===== src/rtl/sha2pad_pkg.sv =====
package sha2pad_pkg;
   typedef enum logic [2:0] {
      PS_IDLE,
      PS_MSG,
      PS_ONE,
      PS_ZERO,
      PS_LENHI,
      PS_LENLO
   } pad_state_e;
endpackage


===== src/rtl/sha2pad_slot.sv =====
// Position of the word being emitted within its block.
module sha2pad_slot #(
   parameter int BLK_WORDS = 16,
   parameter int SLOT_W    = $clog2(BLK_WORDS)
) (
   input  logic              clk,
   input  logic              rst_n,
   input  logic              clear_i,
   input  logic              step_i,
   output logic [SLOT_W-1:0] slot_q,
   output logic              pre_len_o
);
   localparam logic [SLOT_W-1:0] LAST_SLOT = SLOT_W'(BLK_WORDS - 1);
   localparam logic [SLOT_W-1:0] PRE_SLOT  = SLOT_W'(BLK_WORDS - 3);

   logic [SLOT_W-1:0] cur_slot;

   assign cur_slot  = clear_i ? '0 : slot_q;
   assign pre_len_o = (cur_slot == PRE_SLOT);

   always_ff @(posedge clk or negedge rst_n) begin
      if (!rst_n)
         slot_q <= '0;
      else if (step_i)
         slot_q <= (cur_slot == LAST_SLOT) ? '0 : cur_slot + 1'b1;
   end
endmodule


===== src/rtl/sha2pad_len.sv =====
// Running message length in bits.
module sha2pad_len #(
   parameter int WORD_W = 32,
   parameter int BV_W   = $clog2(WORD_W) + 1,
   parameter int LEN_W  = 2 * WORD_W
) (
   input  logic             clk,
   input  logic             rst_n,
   input  logic             add_i,
   input  logic             start_i,
   input  logic             last_i,
   input  logic [BV_W-1:0]  bv_i,
   output logic [LEN_W-1:0] len_q
);
   logic [LEN_W-1:0] base;
   logic [LEN_W-1:0] incr;

   assign base = start_i ? '0 : len_q;
   assign incr = last_i ? LEN_W'(bv_i) : LEN_W'(WORD_W);

   always_ff @(posedge clk or negedge rst_n) begin
      if (!rst_n)
         len_q <= '0;
      else if (add_i)
         len_q <= base + incr;
   end
endmodule


===== src/rtl/sha2pad_tail.sv =====
// Masks the last message word and inserts the one bit.
module sha2pad_tail #(
   parameter int WORD_W = 32,
   parameter int BV_W   = $clog2(WORD_W) + 1
) (
   input  logic [WORD_W-1:0] word_i,
   input  logic [BV_W-1:0]   bv_i,
   output logic [WORD_W-1:0] word_o,
   output logic              full_o
);
   assign full_o = (int'(bv_i) >= WORD_W);

   for (genvar b = 0; b < WORD_W; b++) begin : g_bit
      localparam int DEPTH = WORD_W - 1 - b;   // distance from the MSB
      always_comb begin
         if (DEPTH < int'(bv_i))
            word_o[b] = word_i[b];
         else if (DEPTH == int'(bv_i))
            word_o[b] = 1'b1;
         else
            word_o[b] = 1'b0;
      end
   end
endmodule


===== src/rtl/sha2pad_stream.sv =====
module sha2pad_stream #(
   parameter int WORD_W    = 32,
   parameter int BLK_WORDS = 16,
   parameter int BV_W      = $clog2(WORD_W) + 1
) (
   input  logic              clk,
   input  logic              rst_n,
   input  logic [WORD_W-1:0] msg_word_i,
   input  logic              msg_start_i,
   input  logic              msg_last_i,
   input  logic [BV_W-1:0]   bits_valid_i,
   input  logic              word_req_i,
   output logic [WORD_W-1:0] pad_word_o,
   output logic              pad_valid_o,
   output logic              pad_done_o
);
   import sha2pad_pkg::*;

   localparam int LEN_W  = 2 * WORD_W;
   localparam int SLOT_W = $clog2(BLK_WORDS);
   localparam logic [WORD_W-1:0] ONE_MSB = {1'b1, {(WORD_W-1){1'b0}}};

   if (WORD_W != 32 && WORD_W != 64) begin : g_bad_width
      initial $fatal(1, "sha2pad_stream: WORD_W must be 32 or 64");
   end
   if (BLK_WORDS != 16) begin : g_bad_blk
      initial $fatal(1, "sha2pad_stream: BLK_WORDS must be 16");
   end
   if (BV_W != $clog2(WORD_W) + 1) begin : g_bad_bv
      initial $fatal(1, "sha2pad_stream: BV_W must be clog2(WORD_W)+1");
   end

   pad_state_e        st_q, st_d;
   logic              accept, emit, start_acc;
   logic              pre_len;
   logic              tail_full;
   logic [SLOT_W-1:0] slot_q;
   logic [LEN_W-1:0]  len_q;
   logic [WORD_W-1:0] tail_word;
   logic [WORD_W-1:0] word_d;

   assign start_acc = word_req_i && (st_q == PS_IDLE) && msg_start_i;
   assign accept    = start_acc || (word_req_i && (st_q == PS_MSG));
   assign emit      = accept ||
                      (word_req_i && (st_q != PS_IDLE) && (st_q != PS_MSG));

   sha2pad_slot #(.BLK_WORDS(BLK_WORDS), .SLOT_W(SLOT_W)) u_slot (
      .clk      (clk),
      .rst_n    (rst_n),
      .clear_i  (start_acc),
      .step_i   (emit),
      .slot_q   (slot_q),
      .pre_len_o(pre_len)
   );

   sha2pad_len #(.WORD_W(WORD_W), .BV_W(BV_W), .LEN_W(LEN_W)) u_len (
      .clk    (clk),
      .rst_n  (rst_n),
      .add_i  (accept),
      .start_i(start_acc),
      .last_i (msg_last_i),
      .bv_i   (bits_valid_i),
      .len_q  (len_q)
   );

   sha2pad_tail #(.WORD_W(WORD_W), .BV_W(BV_W)) u_tail (
      .word_i(msg_word_i),
      .bv_i  (bits_valid_i),
      .word_o(tail_word),
      .full_o(tail_full)
   );

   always_comb begin
      st_d   = st_q;
      word_d = '0;
      unique case (st_q)
         PS_IDLE, PS_MSG: begin
            if (accept) begin
               if (!msg_last_i) begin
                  word_d = msg_word_i;
                  st_d   = PS_MSG;
               end else if (tail_full) begin
                  word_d = msg_word_i;
                  st_d   = PS_ONE;
               end else begin
                  word_d = tail_word;
                  st_d   = pre_len ? PS_LENHI : PS_ZERO;
               end
            end
         end
         PS_ONE: begin
            word_d = ONE_MSB;
            st_d   = pre_len ? PS_LENHI : PS_ZERO;
         end
         PS_ZERO: begin
            word_d = '0;
            st_d   = pre_len ? PS_LENHI : PS_ZERO;
         end
         PS_LENHI: begin
            word_d = len_q[LEN_W-1:WORD_W];
            st_d   = PS_LENLO;
         end
         PS_LENLO: begin
            word_d = len_q[WORD_W-1:0];
            st_d   = PS_IDLE;
         end
         default: st_d = PS_IDLE;
      endcase
   end

   always_ff @(posedge clk or negedge rst_n) begin
      if (!rst_n) begin
         st_q        <= PS_IDLE;
         pad_word_o  <= '0;
         pad_valid_o <= 1'b0;
         pad_done_o  <= 1'b0;
      end else begin
         pad_valid_o <= emit;
         pad_done_o  <= emit && (st_q == PS_LENLO);
         if (emit) begin
            st_q       <= st_d;
            pad_word_o <= word_d;
         end
      end
   end
endmodule


===== config.mk =====
export PLATFORM = sky130hd
export DESIGN_NAME = sha2pad_stream
export DESIGN_NICKNAME = d
export VERILOG_FILES = /design/src/rtl/sha2pad_pkg.sv /design/src/rtl/sha2pad_slot.sv /design/src/rtl/sha2pad_len.sv /design/src/rtl/sha2pad_tail.sv /design/src/rtl/sha2pad_stream.sv
export SDC_FILE = /design/constraint.sdc
export NUM_CORES = 1
export LEC_CHECK = 0
export BUFFER_PORTS_ARGS = -buffer_cell sky130_fd_sc_hd__clkbuf_2
export CAP_MARGIN = 20
export CORE_AREA = 5 5 103 177
export CTS_CLUSTER_SIZE = 16
export DETAILED_ROUTE_END_ITERATION = 8
export DIE_AREA = 0 0 108 182
export GPL_TIMING_DRIVEN = 0
export PLACE_DENSITY = 0.62
export SLEW_MARGIN = 15
export SYNTH_ARGS = -nofsm -noshare
export SYNTH_HDL_FRONTEND = slang
export SYNTH_SLANG_ARGS = --single-unit

===== constraint.sdc =====
create_clock -name clk -period 3.3 [get_ports clk]
set_input_delay 0.33 -clock clk [delete_from_list [all_inputs] [get_ports clk]]
set_output_delay 0.33 -clock clk [all_outputs]
set_load 0.02 [all_outputs]

==> parameters.txt <==
Parameter                              Value

Synthesis
  Xor and xnor area share after synthesis    between 3 and 4%
  Unique masters post-synth    64
  Sequential cell area fraction in the yosys report    about two fifths
  Count of flip-flops with a built-in enable after synthesis    0
  Yosys warnings    0
  Cell accounting for the most synthesized area    dfrtp_1
  Synthesized-area fraction occupied by ao, oa, aoi and oai cells    approximately 22%
  Arithmetic-cell share of the synthesized area counting full adders, half adders and majority gates    ~1.9%
  Number of nets in the synthesized netlist    roughly 800
  Synth Area in Simple Gates    25.4%
  Number of instances in the synthesized netlist    roughly 750
  Synthesis-stage register bit count    105
  Post-synthesis async set-or-reset flop share    100%
  Combinational family with the most area after synthesis    simple AND/OR/NAND/NOR gates
  Ranking of synthesized cells by area    dfrtp_1 (41%), nand2_1 (6.2%), o21ai_0 (4.3%)
  Synth top area share    40.6%
  Post-synthesis average cell area    about 8.7 µm²
  Mux contribution to synthesized area    under 10%
  Primary FF master, synth    dfrtp_1
  Netlist area before placement    about 6500 µm²

Global routing
  Initial antenna violation count    0
  Combined global-route utilization of all metal layers    between 20% and 30%
  Total congestion overflow after global routing    0
  Vias in the first global route    ~6.6k
  First-pass GRT wire length    38,300 µm
  Largest net degree at the start of global routing    74

Timing
  Max transition margin    between 30% and 40%
  Final hold violations    0
  Final count of negative-setup-slack endpoints    0
  Final setup TNS    0 ns
  Number of pins exceeding their max-slew limit in the final report    0
  Time the final worst path needs with I/O delays and setup    about 3.2 ns
  Clock skew    roughly 0.0094 ns
  Share of the cycle needed by the critical path after routing    a little over nine tenths
  Measured slew at the worst slew-check pin    between 1 and 1.5 ns
  Worst path setup slack after routing    approximately 0.058 ns
  Max Fclk    around 0.3 GHz

Power
  Max rail drop VDD    0.239 mV
  Power density relative to cell area    ~500 nW/µm²
  Switching portion of total power    35.2%
  Share of power burned in combinational logic    between 30% and 40%
  Share of total power in sequential cells    a little under two fifths
  Proportion of power drawn by the clock network    slightly above 30%
  Internal power of the cells    between 2 and 3 mW
  Switching component of the power    around 1.4 mW
  Power, Total    about 4.0 mW
  Leakage power    roughly 3.2 nW

Detailed routing
  Average wire per cell in the routed design    about 24 µm
  DRC errors left    0
  Via/cell ratio    around 6.3
  TritonRoute pass-1 iters    9
  Via count    roughly 6.8k
  Remaining antenna violation count after routing    0
  Final Routed Wirelength    ~26,000 µm
  Number of DRC violations after detailed-routing iteration 0    ~780

Setup path
  Crit end category    flip-flop
  WS Path Type    flip-flop to flip-flop
  Capture point of the worst reg-to-reg path    u_len.len_q[53]
  Required @ worst endpoint    ~3.6 ns
  Crit start category    flip-flop
  Critical Path AT    3.52 ns
  Reg-to-Reg Start    st_q[0]
  Slack of the worst reg-to-reg path    between 0.05 and 0.06 ns
  Worst reg-to-reg path cell count    11
  Top fanout value on the critical path    8

Finish
  Final Net Count    just over 900
  Filler Cells Inserted    between 1.5k and 2k
  Number of antenna cells inserted    0
  Layout Utilization    around 48%
  Layout-stage area growth over the synthesis result    23.3%
  Fraction of layout cells with a size suffix above 1    between 10% and 20%

Hold path
  Class of the tightest hold or removal check    input port to flip-flop
  Worst Hold Path Cells    3
  Hold_sp    word_req_i
  Worst Hold Endpoint    st_q[1]

Placement
  Detailed Place HPWL    between 15,000 and 20,000 µm
  Total of buffers placed on input and output ports    between 70 and 80
  Worst setup slack before clock tree synthesis    -1.42 ns
  Weighted congestion at the end of routability-driven global placement    about 0.95

Clock network
  Clock tree from TritonCTS    yes
  Maximum level of the CTS H-tree    3
  Maximum clock path buffer count    2
  Cell at the root of the clock tree    clkbuf_16
  TritonCTS Buffers    9
  Register clock-pin slew on the reported worst setup and hold paths    ~0.080 ns
  Clock latency of the later-clocked register in the worst-skew pair    between 0.3 and 0.4 ns
  Number of clock sinks    ~110

Floorplanning
  Core region area    16,700 µm²
  Top-Level Pins    between 70 and 80
  Vertical extent of the die    between 150 and 200 µm
  Die width    approximately 110 µm
  Initial standard-cell utilization of the core    approximately two fifths
  Site row count    between 60 and 70
  Die footprint    roughly 20,000 µm²

Run
  Max capacitance violation total    0

Run status
  Status    finished, final reports clean
worst max path at each step:
stage | from | to | slack, ns
floorplan | st_q[1] | u_len.len_q[22] | 0.03
global placement | st_q[1] | u_len.len_q[59] | -1.45
detailed placement | st_q[1] | u_len.len_q[59] | -1.42
CTS | st_q[2] | u_len.len_q[40] | 0.007
global route | st_q[0] | u_len.len_q[57] | -0.04
finish | st_q[0] | u_len.len_q[53] | 0.06
flip-flops by register name, indices dropped and copies added, names as in the netlist:
register	cells
u_len.len_q	64
pad_word_o	32
pad_valid_o	1
st_q	3
u_slot.slot_q	4
pad_done_o	1
synth_stat cells (4+ instances only):
library cell / n
nand2_1: 107
dfrtp_1: 105
o21ai_0: 55
a21oi_1: 53
clkbuf_1: 49
nand3_1: 31
nor2_1: 28
nand4_1: 21
o31ai_1: 21
or4_1: 20
xnor2_1: 18
a222oi_1: 17
and2_1: 17
nor4_1: 16
inv_1: 14
nor3_1: 14
a22o_1: 13
and3_1: 10
nand2b_1: 10
xor2_1: 10
mux2i_1: 9
a22oi_1: 8
ha_1: 8
or3_1: 6
a211oi_1: 5
a221oi_1: 5
a31oi_1: 5
and4_1: 4
nor2b_1: 4
o211ai_1: 4
cell type report:
| type | instances | area, µm² | area share, % |
|---|---|---|---|
| multi-input combinational | 572 | 3780 | 47.4 |
| sequential | 105 | 2630 | 33.0 |
| timing repair buffer | 99 | 638 | 8.00 |
| tap | 227 | 284 | 3.56 |
| buffer | 54 | 272 | 3.40 |
| clock buffer | 14 | 264 | 3.31 |
| clock inverter | 2 | 60.1 | 0.753 |
| inverter | 14 | 52.6 | 0.659 |
power by group through the flow:
stage / sequential, mW / clock, mW / combinational, mW
after floorplan: 1.54 / 0 / 0.607
after global placement: 1.54 / 0 / 0.976
after detailed placement: 1.54 / 0 / 0.990
after CTS: 1.52 / 1.22 / 1.13
after global routing: 1.52 / 1.26 / 1.34
final: 1.51 / 1.21 / 1.24
metrics by stage:
| step | hold WS, ns | cells | cell area, µm² |
|---|---|---|---|
| final | 0.333 | 1087 | 7980 |
| after global routing | 0.363 | 1087 | 7980 |
| after CTS | 0.325 | 1073 | 7750 |
| after detailed placement | 0.258 | 1046 | 7180 |
| after global placement | 0.461 | 1044 | 7140 |
| after floorplan | 0.0344 | 745 | 6490 |
worst max-delay path, stage by stage (launching register included):
cell	delay [ns]
dfrtp_1	0.41
nor4b_4	0.49
nand2_2	0.14
buf_8	0.17
and2_1	0.18
ha_4	0.30
nor2_2	0.08
nor4b_4	0.29
buf_6	0.20
o2111ai_4	0.19
or4_4	0.57
a21oi_2	0.15
cell usage in the layout, fill, tap and decap left out, types with 18 or more instances in the layout:
cell type	count
nand4_1	21
o31ai_1	21
o21ai_0	54
nor2_1	27
xnor2_1	18
clkbuf_2	72
clkbuf_1	47
a21oi_1	51
nand3_1	31
or4_1	19
buf_4	20
nand2_1	104
dfrtp_1	104
per-layer routing:
metal	vias up	wire length (µm)	GRT usage [%]
met5	-	0	0
met4	0	1860	16.2
met3	110	1630	3.06
met2	368	13100	45.6
met1	3307	9020	28.0
li1	3026	-	-
repair_timing:
action,4_1_cts,5_1_grt
hold buffers,1,0
pin swaps,6,13
setup buffers,10,13
hold endpoints to repair,32,0
setup endpoints to repair,60,46
gates cloned,0,2
gates resized for setup,33,14
cells by family after synthesis:
| group | Yosys count |
|---|---|
| buffers and inverters | 69 |
| AND/OR/NAND/NOR | 308 |
| XOR/XNOR | 28 |
| multiplexers | 12 |
| AO/OA/AOI/OAI | 214 |
| adder cells (fa/ha/maj) | 9 |
| flip-flops | 105 |
(Power assumes the default switching activity.)
